**config.mk**
```make
export PLATFORM = sky130hd
export DESIGN_NAME = latch_expander
export DESIGN_NICKNAME = d
export VERILOG_FILES = /design/src/rtl/lx_pkg.sv /design/src/rtl/lx_index_dec.sv /design/src/rtl/lx_shadow_bank.sv /design/src/rtl/lx_strobe_seq.sv /design/src/rtl/latch_expander.sv
export SDC_FILE = /design/constraint.sdc
export NUM_CORES = 1
export LEC_CHECK = 0
export BUFFER_PORTS_ARGS = -buffer_cell sky130_fd_sc_hd__buf_2
export CAP_MARGIN = 20
export CORE_MARGIN = 1.5
export CORE_UTILIZATION = 55
export CTS_CLUSTER_DIAMETER = 80
export CTS_CLUSTER_SIZE = 40
export DETAILED_ROUTE_END_ITERATION = 7
export GPL_ROUTABILITY_DRIVEN = 0
export GPL_TIMING_DRIVEN = 0
export PLACE_DENSITY = 0.8
export SLEW_MARGIN = 20
export SYNTH_ARGS = -nofsm -noshare
export SYNTH_HDL_FRONTEND = slang
export SYNTH_SLANG_ARGS = --single-unit
export TNS_END_PERCENT = 20
```
**constraint.sdc**
```tcl
create_clock -name clk_i -period 4.85 [get_ports clk_i]
set_input_delay 0.2425 -clock clk_i [delete_from_list [all_inputs] [get_ports clk_i]]
set_output_delay 0.2425 -clock clk_i [all_outputs]
set_load 0.005 [all_outputs]
```
**src/rtl/lx_pkg.sv**
```systemverilog
package lx_pkg;
  typedef enum logic [1:0] {ST_IDLE, ST_SETUP, ST_PULSE, ST_HOLD} lx_state_e;
endpackage

```
**src/rtl/lx_index_dec.sv**
```systemverilog
module lx_index_dec #(
  parameter int NUM_LATCH = 2,
  parameter int LATCH_W   = 8,
  parameter int IDX_W     = 5
) (
  input  logic [IDX_W-1:0]     idx_i,
  output logic [NUM_LATCH-1:0] lat_oh_o,
  output logic [LATCH_W-1:0]   bit_oh_o,
  output logic                 in_range_o
);
  logic [IDX_W-1:0] quot, rem;

  assign quot = idx_i / IDX_W'(LATCH_W);
  assign rem  = idx_i % IDX_W'(LATCH_W);

  for (genvar l = 0; l < NUM_LATCH; l++) begin : g_lat
    assign lat_oh_o[l] = (quot == IDX_W'(l));
  end
  for (genvar b = 0; b < LATCH_W; b++) begin : g_bit
    assign bit_oh_o[b] = (rem == IDX_W'(b));
  end

  // quotient beyond the last latch matches no one-hot slot
  assign in_range_o = |lat_oh_o;
endmodule

```
**src/rtl/lx_shadow_bank.sv**
```systemverilog
module lx_shadow_bank #(
  parameter int NUM_LATCH = 2,
  parameter int LATCH_W   = 8
) (
  input  logic                 clk_i,
  input  logic                 rst_ni,
  input  logic                 wr_en_i,
  input  logic [NUM_LATCH-1:0] lat_oh_i,
  input  logic [LATCH_W-1:0]   bit_oh_i,
  input  logic                 val_i,
  output logic [LATCH_W-1:0]   upd_word_o
);
  logic [NUM_LATCH-1:0][LATCH_W-1:0] sh_q;
  logic [LATCH_W-1:0] cur_word;

  always_comb begin
    cur_word = '0;
    for (int l = 0; l < NUM_LATCH; l++)
      if (lat_oh_i[l]) cur_word = cur_word | sh_q[l];
  end

  assign upd_word_o = (cur_word & ~bit_oh_i) | (val_i ? bit_oh_i : '0);

  for (genvar l = 0; l < NUM_LATCH; l++) begin : g_sh
    always_ff @(posedge clk_i or negedge rst_ni) begin
      if (!rst_ni)                      sh_q[l] <= '0;
      else if (wr_en_i && lat_oh_i[l])  sh_q[l] <= upd_word_o;
    end
  end
endmodule

```
**src/rtl/lx_strobe_seq.sv**
```systemverilog
module lx_strobe_seq
  import lx_pkg::*;
#(
  parameter int NUM_LATCH = 2,
  parameter int LATCH_W   = 8,
  parameter int SETUP_CYC = 2,
  parameter int PULSE_CYC = 2,
  parameter int HOLD_CYC  = 1
) (
  input  logic                 clk_i,
  input  logic                 rst_ni,
  input  logic                 start_i,
  input  logic [NUM_LATCH-1:0] lat_oh_i,
  input  logic [LATCH_W-1:0]   word_i,
  output logic                 idle_o,
  output logic [LATCH_W-1:0]   data_o,
  output logic [NUM_LATCH-1:0] lclk_o
);
  localparam int MAX_A = (SETUP_CYC > PULSE_CYC) ? SETUP_CYC : PULSE_CYC;
  localparam int MAX_C = (MAX_A > HOLD_CYC) ? MAX_A : HOLD_CYC;
  localparam int CNT_W = $clog2(MAX_C + 1);

  lx_state_e            state_q;
  logic [CNT_W-1:0]     cnt_q;
  logic [LATCH_W-1:0]   data_q;
  logic [NUM_LATCH-1:0] sel_q, lclk_q;
  logic                 last;

  assign last = (cnt_q == '0);

  always_ff @(posedge clk_i or negedge rst_ni) begin
    if (!rst_ni) begin
      state_q <= ST_IDLE;
      cnt_q   <= '0;
      data_q  <= '0;
      sel_q   <= '0;
      lclk_q  <= '0;
    end else begin
      unique case (state_q)
        ST_IDLE: if (start_i) begin
          data_q  <= word_i;
          sel_q   <= lat_oh_i;
          cnt_q   <= CNT_W'(SETUP_CYC - 1);
          state_q <= ST_SETUP;
        end
        ST_SETUP: if (last) begin
          lclk_q  <= sel_q;   // registered strobe, glitch-free pin
          cnt_q   <= CNT_W'(PULSE_CYC - 1);
          state_q <= ST_PULSE;
        end else cnt_q <= cnt_q - 1'b1;
        ST_PULSE: if (last) begin
          lclk_q  <= '0;
          cnt_q   <= CNT_W'(HOLD_CYC - 1);
          state_q <= ST_HOLD;
        end else cnt_q <= cnt_q - 1'b1;
        ST_HOLD: if (last) state_q <= ST_IDLE;
                 else cnt_q <= cnt_q - 1'b1;
        default: state_q <= ST_IDLE;
      endcase
    end
  end

  assign idle_o = (state_q == ST_IDLE);
  assign data_o = data_q;
  assign lclk_o = lclk_q;
endmodule

```
**src/rtl/latch_expander.sv**
```systemverilog
module latch_expander #(
  parameter int NUM_LATCH = 2,
  parameter int LATCH_W   = 8,
  parameter int SETUP_CYC = 2,
  parameter int PULSE_CYC = 2,
  parameter int HOLD_CYC  = 1,
  localparam int IDX_W    = $clog2(NUM_LATCH * LATCH_W) + 1
) (
  input  logic                 clk_i,
  input  logic                 rst_ni,
  input  logic                 req_valid_i,
  output logic                 req_ready_o,
  input  logic [IDX_W-1:0]     req_idx_i,
  input  logic                 req_val_i,
  output logic [LATCH_W-1:0]   data_o,
  output logic [NUM_LATCH-1:0] lclk_o,
  output logic                 dir_out_o
);
  logic [NUM_LATCH-1:0] lat_oh;
  logic [LATCH_W-1:0]   bit_oh, upd_word;
  logic                 in_range, idle, start;

  lx_index_dec #(.NUM_LATCH(NUM_LATCH), .LATCH_W(LATCH_W), .IDX_W(IDX_W)) u_dec (
    .idx_i      (req_idx_i),
    .lat_oh_o   (lat_oh),
    .bit_oh_o   (bit_oh),
    .in_range_o (in_range)
  );

  // out-of-range requests handshake but never start a cycle
  assign start = req_valid_i && idle && in_range;

  lx_shadow_bank #(.NUM_LATCH(NUM_LATCH), .LATCH_W(LATCH_W)) u_bank (
    .clk_i      (clk_i),
    .rst_ni     (rst_ni),
    .wr_en_i    (start),
    .lat_oh_i   (lat_oh),
    .bit_oh_i   (bit_oh),
    .val_i      (req_val_i),
    .upd_word_o (upd_word)
  );

  lx_strobe_seq #(
    .NUM_LATCH(NUM_LATCH), .LATCH_W(LATCH_W),
    .SETUP_CYC(SETUP_CYC), .PULSE_CYC(PULSE_CYC), .HOLD_CYC(HOLD_CYC)
  ) u_seq (
    .clk_i    (clk_i),
    .rst_ni   (rst_ni),
    .start_i  (start),
    .lat_oh_i (lat_oh),
    .word_i   (upd_word),
    .idle_o   (idle),
    .data_o   (data_o),
    .lclk_o   (lclk_o)
  );

  assign req_ready_o = idle;
  assign dir_out_o   = 1'b1;
endmodule

```
== Yosys cells after proc, flatten, opt, wreduce, memory -nomap -nowiden ==
Cells that the tools add are included.

* Output and inout bits: 12
* Register bits: 32
* Word-level logic and storage cells: 56
* Input port bits: 9

* Reductions and logical operators: 14
* Mux-type cells: 14
* $add $sub $neg: 1
* Bitwise operators: 4
* Equal/unequal tests: 16

{| class="wikitable"
|+ Operators with widths
! cell !! count
|-
| $mux W8 || 3
|-
| $mux W2 || 8
|-
| $or A8 B8 Y8 || 2
|-
| $pmux W2 S4 || 2
|-
| $eq A3 B3 Y1 const B || 4
|-
| $logic_not A5 Y1 || 2
|-
| $and A8 B8 Y8 || 1
|-
| $ne A2 B1 Y1 const B || 4
|-
| $not A8 Y8 || 1
|-
| $eq A3 B2 Y1 const B || 2
|-
| $eq A2 B1 Y1 const B || 2
|-
| $eq A2 B2 Y1 const B || 2
|-
| $logic_and A1 B1 Y1 || 4
|-
| $logic_not A2 Y1 || 2
|-
| $pmux W2 S2 || 1
|-
| $reduce_and A2 Y1 || 2
|-
| $reduce_and A4 Y1 || 1
|-
| $eq A3 B1 Y1 const B || 1
|-
| $reduce_and A3 Y1 || 1
|-
| $ne A2 B2 Y1 const B || 1
|-
| $reduce_bool A2 Y1 || 1
|-
| $reduce_or A2 Y1 || 1
|-
| $sub A2 B1 Y2 const B || 1
|}

== Depth between registers and ports, before layout ==
* Depth after elaboration: 6
* Gate-level depth with buffers: 7
* Depth with buffers taken out: 5

== Modules after synthesis ==
Synthesis repeated with hierarchy kept, for this count alone.

* Cell total of the unflattened synthesis: 172
* Area, all modules: 1,879.3 um^2

{| class="wikitable"
|+ By module, submodules not included
! module !! cells each !! seq. area each (um^2) !! area each (um^2) !! instances
|-
| lx_shadow_bank || 93 || 400.4 || 938.4 || 1
|-
| lx_strobe_seq || 65 || 400.4 || 844.6 || 1
|-
| lx_index_dec || 11 || 0.0 || 78.8 || 1
|-
| latch_expander || 3 || 0.0 || 17.5 || 1
|}

== Least setup slack after synthesis ==
Ideal clock, no wire load.

* Path kind: register to register
* From: register u_seq.state_q[0]
* To: register u_bank.sh_q[11] (netlist bit)
* Path buffers: 2
* Stages on the path, launching flop included: 8
* Data arrival time: 1.464 ns
* Setup time: 0.131 ns
* Period minus slack after synthesis: 1.595 ns
* Path slack: 3.255 ns
* Required time: 4.719 ns
* Cell sequence: dfrtp_1 -> inv_1 -> ha_1 -> buf_2 -> and4b_1 -> buf_2 -> mux2i_1 -> o21ai_0

* Cells in the longest elaborated chain, start to end: 4

{| class="wikitable"
|+ RTL lines
! what !! line !! RTL
|-
| from (decl) || lx_strobe_seq.sv:23 || <nowiki>lx_state_e state_q;</nowiki>
|-
| from (signal assigned) || lx_strobe_seq.sv:33 || <nowiki>state_q <= ST_IDLE;</nowiki>
|-
| from (signal assigned) || lx_strobe_seq.sv:44 || <nowiki>state_q <= ST_SETUP;</nowiki>
|-
| from (signal assigned) || lx_strobe_seq.sv:49 || <nowiki>state_q <= ST_PULSE;</nowiki>
|-
| $logic_not A2 Y1 || lx_strobe_seq.sv:63 || <nowiki>assign idle_o = (state_q == ST_IDLE);</nowiki>
|-
| via req_ready_o || latch_expander.sv:12 || <nowiki>output logic req_ready_o,</nowiki>
|-
| $logic_and A1 B1 Y1 (2 in series) || latch_expander.sv:31 || <nowiki>assign start = req_valid_i && idle && in_range;</nowiki>
|-
| $logic_and A1 B1 Y1 || lx_shadow_bank.sv:27 || <nowiki>else if (wr_en_i && lat_oh_i[l]) sh_q[l] <= upd_word_o;</nowiki>
|-
| to (signal, indexed assignment) || lx_shadow_bank.sv:27 ||
|-
| to (decl) || lx_shadow_bank.sv:13 || <nowiki>logic [NUM_LATCH-1:0][LATCH_W-1:0] sh_q;</nowiki>
|}

The timed path passes the listed nets, and every way through them passes these cells.
A chain may end at the register's enable or synchronous reset.

== Final worst setup path ==
* From: register u_seq.state_q[0]
* To: register u_seq.data_q[3], in the netlist u_seq.data_o[3]

* Cells in the longest elaborated chain, start to end: 4

{| class="wikitable"
|+ RTL lines
! what !! line !! RTL
|-
| $logic_not A2 Y1 * || lx_strobe_seq.sv:39, lx_strobe_seq.sv:63 ||
|-
| $logic_and A1 B1 Y1 (2 in series) || latch_expander.sv:31 ||
|-
| $reduce_and A2 Y1 (no line) * || - ||
|-
| to (signal assigned) || lx_strobe_seq.sv:41 || <nowiki>data_q <= word_i;</nowiki>
|-
| to (decl) || lx_strobe_seq.sv:25 || <nowiki>logic [LATCH_W-1:0] data_q;</nowiki>
|}

Every way passes the cells marked *; elsewhere a longest branch is shown, timed or not.

==> results.py <==
metrics = {
    "synthesis": {
        "yosys-top-cells-area": "dfrtp_1 44%, mux2i_1 8.2%, ha_1 5.4%, o31ai_1 3.7%, a21oi_1 3.3%",
        "synthesis.nets": 201,
        "synth_cell_types": 44,
        "synth-edff-count": 0,
        "netlist_area_mm2": 0.00184,
        "synth-seq-cells": 32,
        "syn_area_per_cell_um2": 9.99,
        "async_flop_share": 1.00,
        "ys_seq_area_frac": 0.436,
        "ys.flop_type": "dfrtp_1",
        "syn_inst": 184,
        "synthTopCellsByCount": "32 x dfrtp_1, 15 x inv_1, 15 x mux2i_1",
        "synth.top_cell.area_share": 0.436,
        "yosysMostFrequentCell": "dfrtp_1",
        "yosys_warnings": 0,
        "yosysTopAreaCell": "dfrtp_1",
    },
    "floorplan": {
        "start_util": 0.592,
        "core_region_area_mm2": 0.00310,
        "io_pins": 21,
        "die_x_um": 60.8,
        "dieHeight_um": 60.8,
        "rows": 20,
        "dieArea_mm2": 0.00370,
    },
    "clock_tree": {
        "insertion_delay_ns": 0.35,
        "htree_num_levels": 2,
        "cts-resized-gates": 0,
        "clockRootBuffer": "clkbuf_4",
        "clk_path_buf_depth": 2,
        "cts_tree": "done",
        "cts_made_buffers": 5,
        "cts_sinks": 32,
        "postCtsHoldBufs": 1,
        "clkTransAtPathRegs_ns": 0.10,
        "post_cts_buffers": 0,
    },
    "timing": {
        "clock_skew_ns": 0.00703,
        "fmax_ghz": 0.553,
        "finalSetupViolCount": 0,
        "period_minus_slack_ns": 1.81,
        "maxSlewViolCount": 0,
        "rsz0062_at_grt": "no",
        "maxSlewHeadroom": 0.511,
        "worstMarginPinSlew_ns": 0.733,
        "tns_ns": 0,
        "final.period_utilization": 0.373,
        "hold_viol": 0,
    },
    "setup_path": {
        "crit_required_ns": 5.09,
        "path_cells": "inv_1 -> ha_1 -> buf_2 -> nand3b_1 -> o31ai_1",
        "worstPathArrival_ns": 2.05,
        "critical-path-max-stage-delay_ns": 0.42,
        "endpoint_kind": "flop",
        "slowest_stage": "dfrtp_1",
        "cp_max_fo": 10,
        "setup.worst_path.start_class": "flop",
        "crit_type": "flop to flop",
    },
    "cells_and_area": {
        "drive_above_1_share": 0.193,
        "fillerInstances": 260,
        "area_growth_pct": 12.0,
        "instances_no_fill": 256,
        "fin_area_mm2": 0.00206,
        "fin_nets": 228,
        "insertedDiodeCount": 0,
    },
    "global_route": {
        "gr-usage-all-layers": 0.253,
        "grt_max_degree": 33,
        "antenna_found_initial": 0,
        "grt_pass1_wl_mm": 6.94,
        "overflow": 0,
        "first_global_vias": 1532,
    },
    "placed_design": {
        "dp_cells": 247,
        "io_buffers": 19,
        "placed_cell_area_mm2": 0.00199,
        "dp_hpwl_mm": 2.89,
    },
    "run_status": {
        "status": "finished clean",
    },
    "drt": {
        "vias": 1510,
        "dr.pass1.iters": 4,
        "routedWlPerCell_um": 15.5,
        "initialDrtViolationCount": 41,
        "vias_per_cell": 5.90,
        "drcViolationCount": 0,
        "postRouteAntennaNets": 0,
        "wl_mm": 3.97,
    },
    "run": {
        "maxCapViolCount": 0,
    },
    "power": {
        "peakVddDrop_mv": 0.273,
        "fin_total_pwr_uw": 1000,
        "p_per_area_mw_per_mm2": 487,
        "leakage_uw": 0.000973,
    },
    "min_path": {
        "hp-class": "input port to flop",
    },
}
cells by family (layout without fill, tap and decap cells):
family	count (synthesis)	in the layout	share of synthesized area
AO/OA/AOI/OAI	50	50	0.175
AND/OR/NAND/NOR	48	48	0.163
multiplexers	18	18	0.102
buffers and inverters	27	55	0.0674
other	1	1	0.00204
flip-flops	32	32	0.436
adder cells (fa/ha/maj)	8	8	0.0545
sequential cells by signal, summed over array words and instances, names as in the netlist:
register and cells:
u_bank.sh_q 16, u_seq.data_o 8, u_seq.cnt_q 2, u_seq.lclk_o 2
u_seq.sel_q 2, u_seq.state_q 2
layout make-up:
class                           instances  area, um2  area share
Buffer                                 12       67.6      0.0328
Inverter                               15       56.3      0.0273
Tap cell                               44       55.1      0.0267
Multi-Input combinational cell        125        913       0.443
Timing Repair Buffer                   20        105      0.0510
Sequential cell                        32        801       0.389
Clock buffer                            6       51.3      0.0249
Clock inverter                          2       10.0     0.00486
metal layers:
metal / vias to the layer above / track usage / wire length, um
met2: 26 / 0.427 / 2020
met1: 746 / 0.315 / 1760
met4: 0 / 0.124 / 85
met3: 10 / 0.0405 / 98
li1: 728 / - / -
met5: - / 0 / 0
critical path, delay by kind of cell, from the launching register on:
kind                       cells  cell delay [ns]
adders and majority gates      1             0.21
AOI/OAI and AO/OA              1             0.38
DFF                            1             0.42
and+or+nand+nor                1             0.35
buffers and inverters          2             0.34
layout by cell type (no fill, tap or decap), types with 3 or more instances in the layout:
cell type	synthesis	final
ha_1	8	8
and4b_1	4	4
a21oi_1	12	12
a22oi_1	3	3
nor2b_1	3	3
o21ai_0	11	11
buf_4	4	4
dfrtp_1	32	32
mux2i_1	15	15
nand2_1	9	9
nor3_1	4	4
o22ai_1	3	3
o31ai_1	9	9
clkbuf_4	0	5
a22o_1	4	4
inv_1	15	15
buf_2	5	24
nor2_1	9	9
stage by stage:
| stage | utilization | hold slack [ns] | setup WS (ns) |
|---|---|---|---|
| finish | 0.664 | 0.286 | 3.04 |
| global route | 0.664 | 0.318 | 2.89 |
| CTS | 0.664 | 0.293 | 3.04 |
| detailed placement | 0.641 | 0.342 | 3.06 |
| global placement | 0.641 | 0.318 | 3.12 |
| floorplan | - | -0.0531 | 3.26 |
report_power, final:
part           total [uW]  switching, uW  internal [uW]
combinational         411            219            192
sequential            426           60.7            365
clock                 165           96.6           68.9
total                1000            376            626
path summary, 6_finish.rpt:
| check | endpoint | cells after the start | from | slack (ns) |
|---|---|---|---|---|
| worst max-delay path | u_seq.data_o[3]$_DFFE_PN0P_ | 5 | u_seq.state_q[0]$_DFFE_PN0P_ | 3.04 |
| worst min-delay path | u_bank.sh_q[1]$_DFFE_PN0P_ | 4 | req_val_i | 0.29 |
| worst max register to register | u_seq.data_o[3]$_DFFE_PN0P_ | 5 | u_seq.state_q[0]$_DFFE_PN0P_ | 3.04 |
| worst min register to register | u_seq.sel_q[1]$_DFFE_PN0P_ | 2 | u_seq.sel_q[1]$_DFFE_PN0P_ | 0.49 |
| max in group asynchronous | u_seq.data_o[7]$_DFFE_PN0P_ | 2 | rst_ni | 3.90 |
| min in group asynchronous | u_seq.state_q[0]$_DFFE_PN0P_ | 2 | rst_ni | 0.48 |
(Power assumes the default switching activity.)
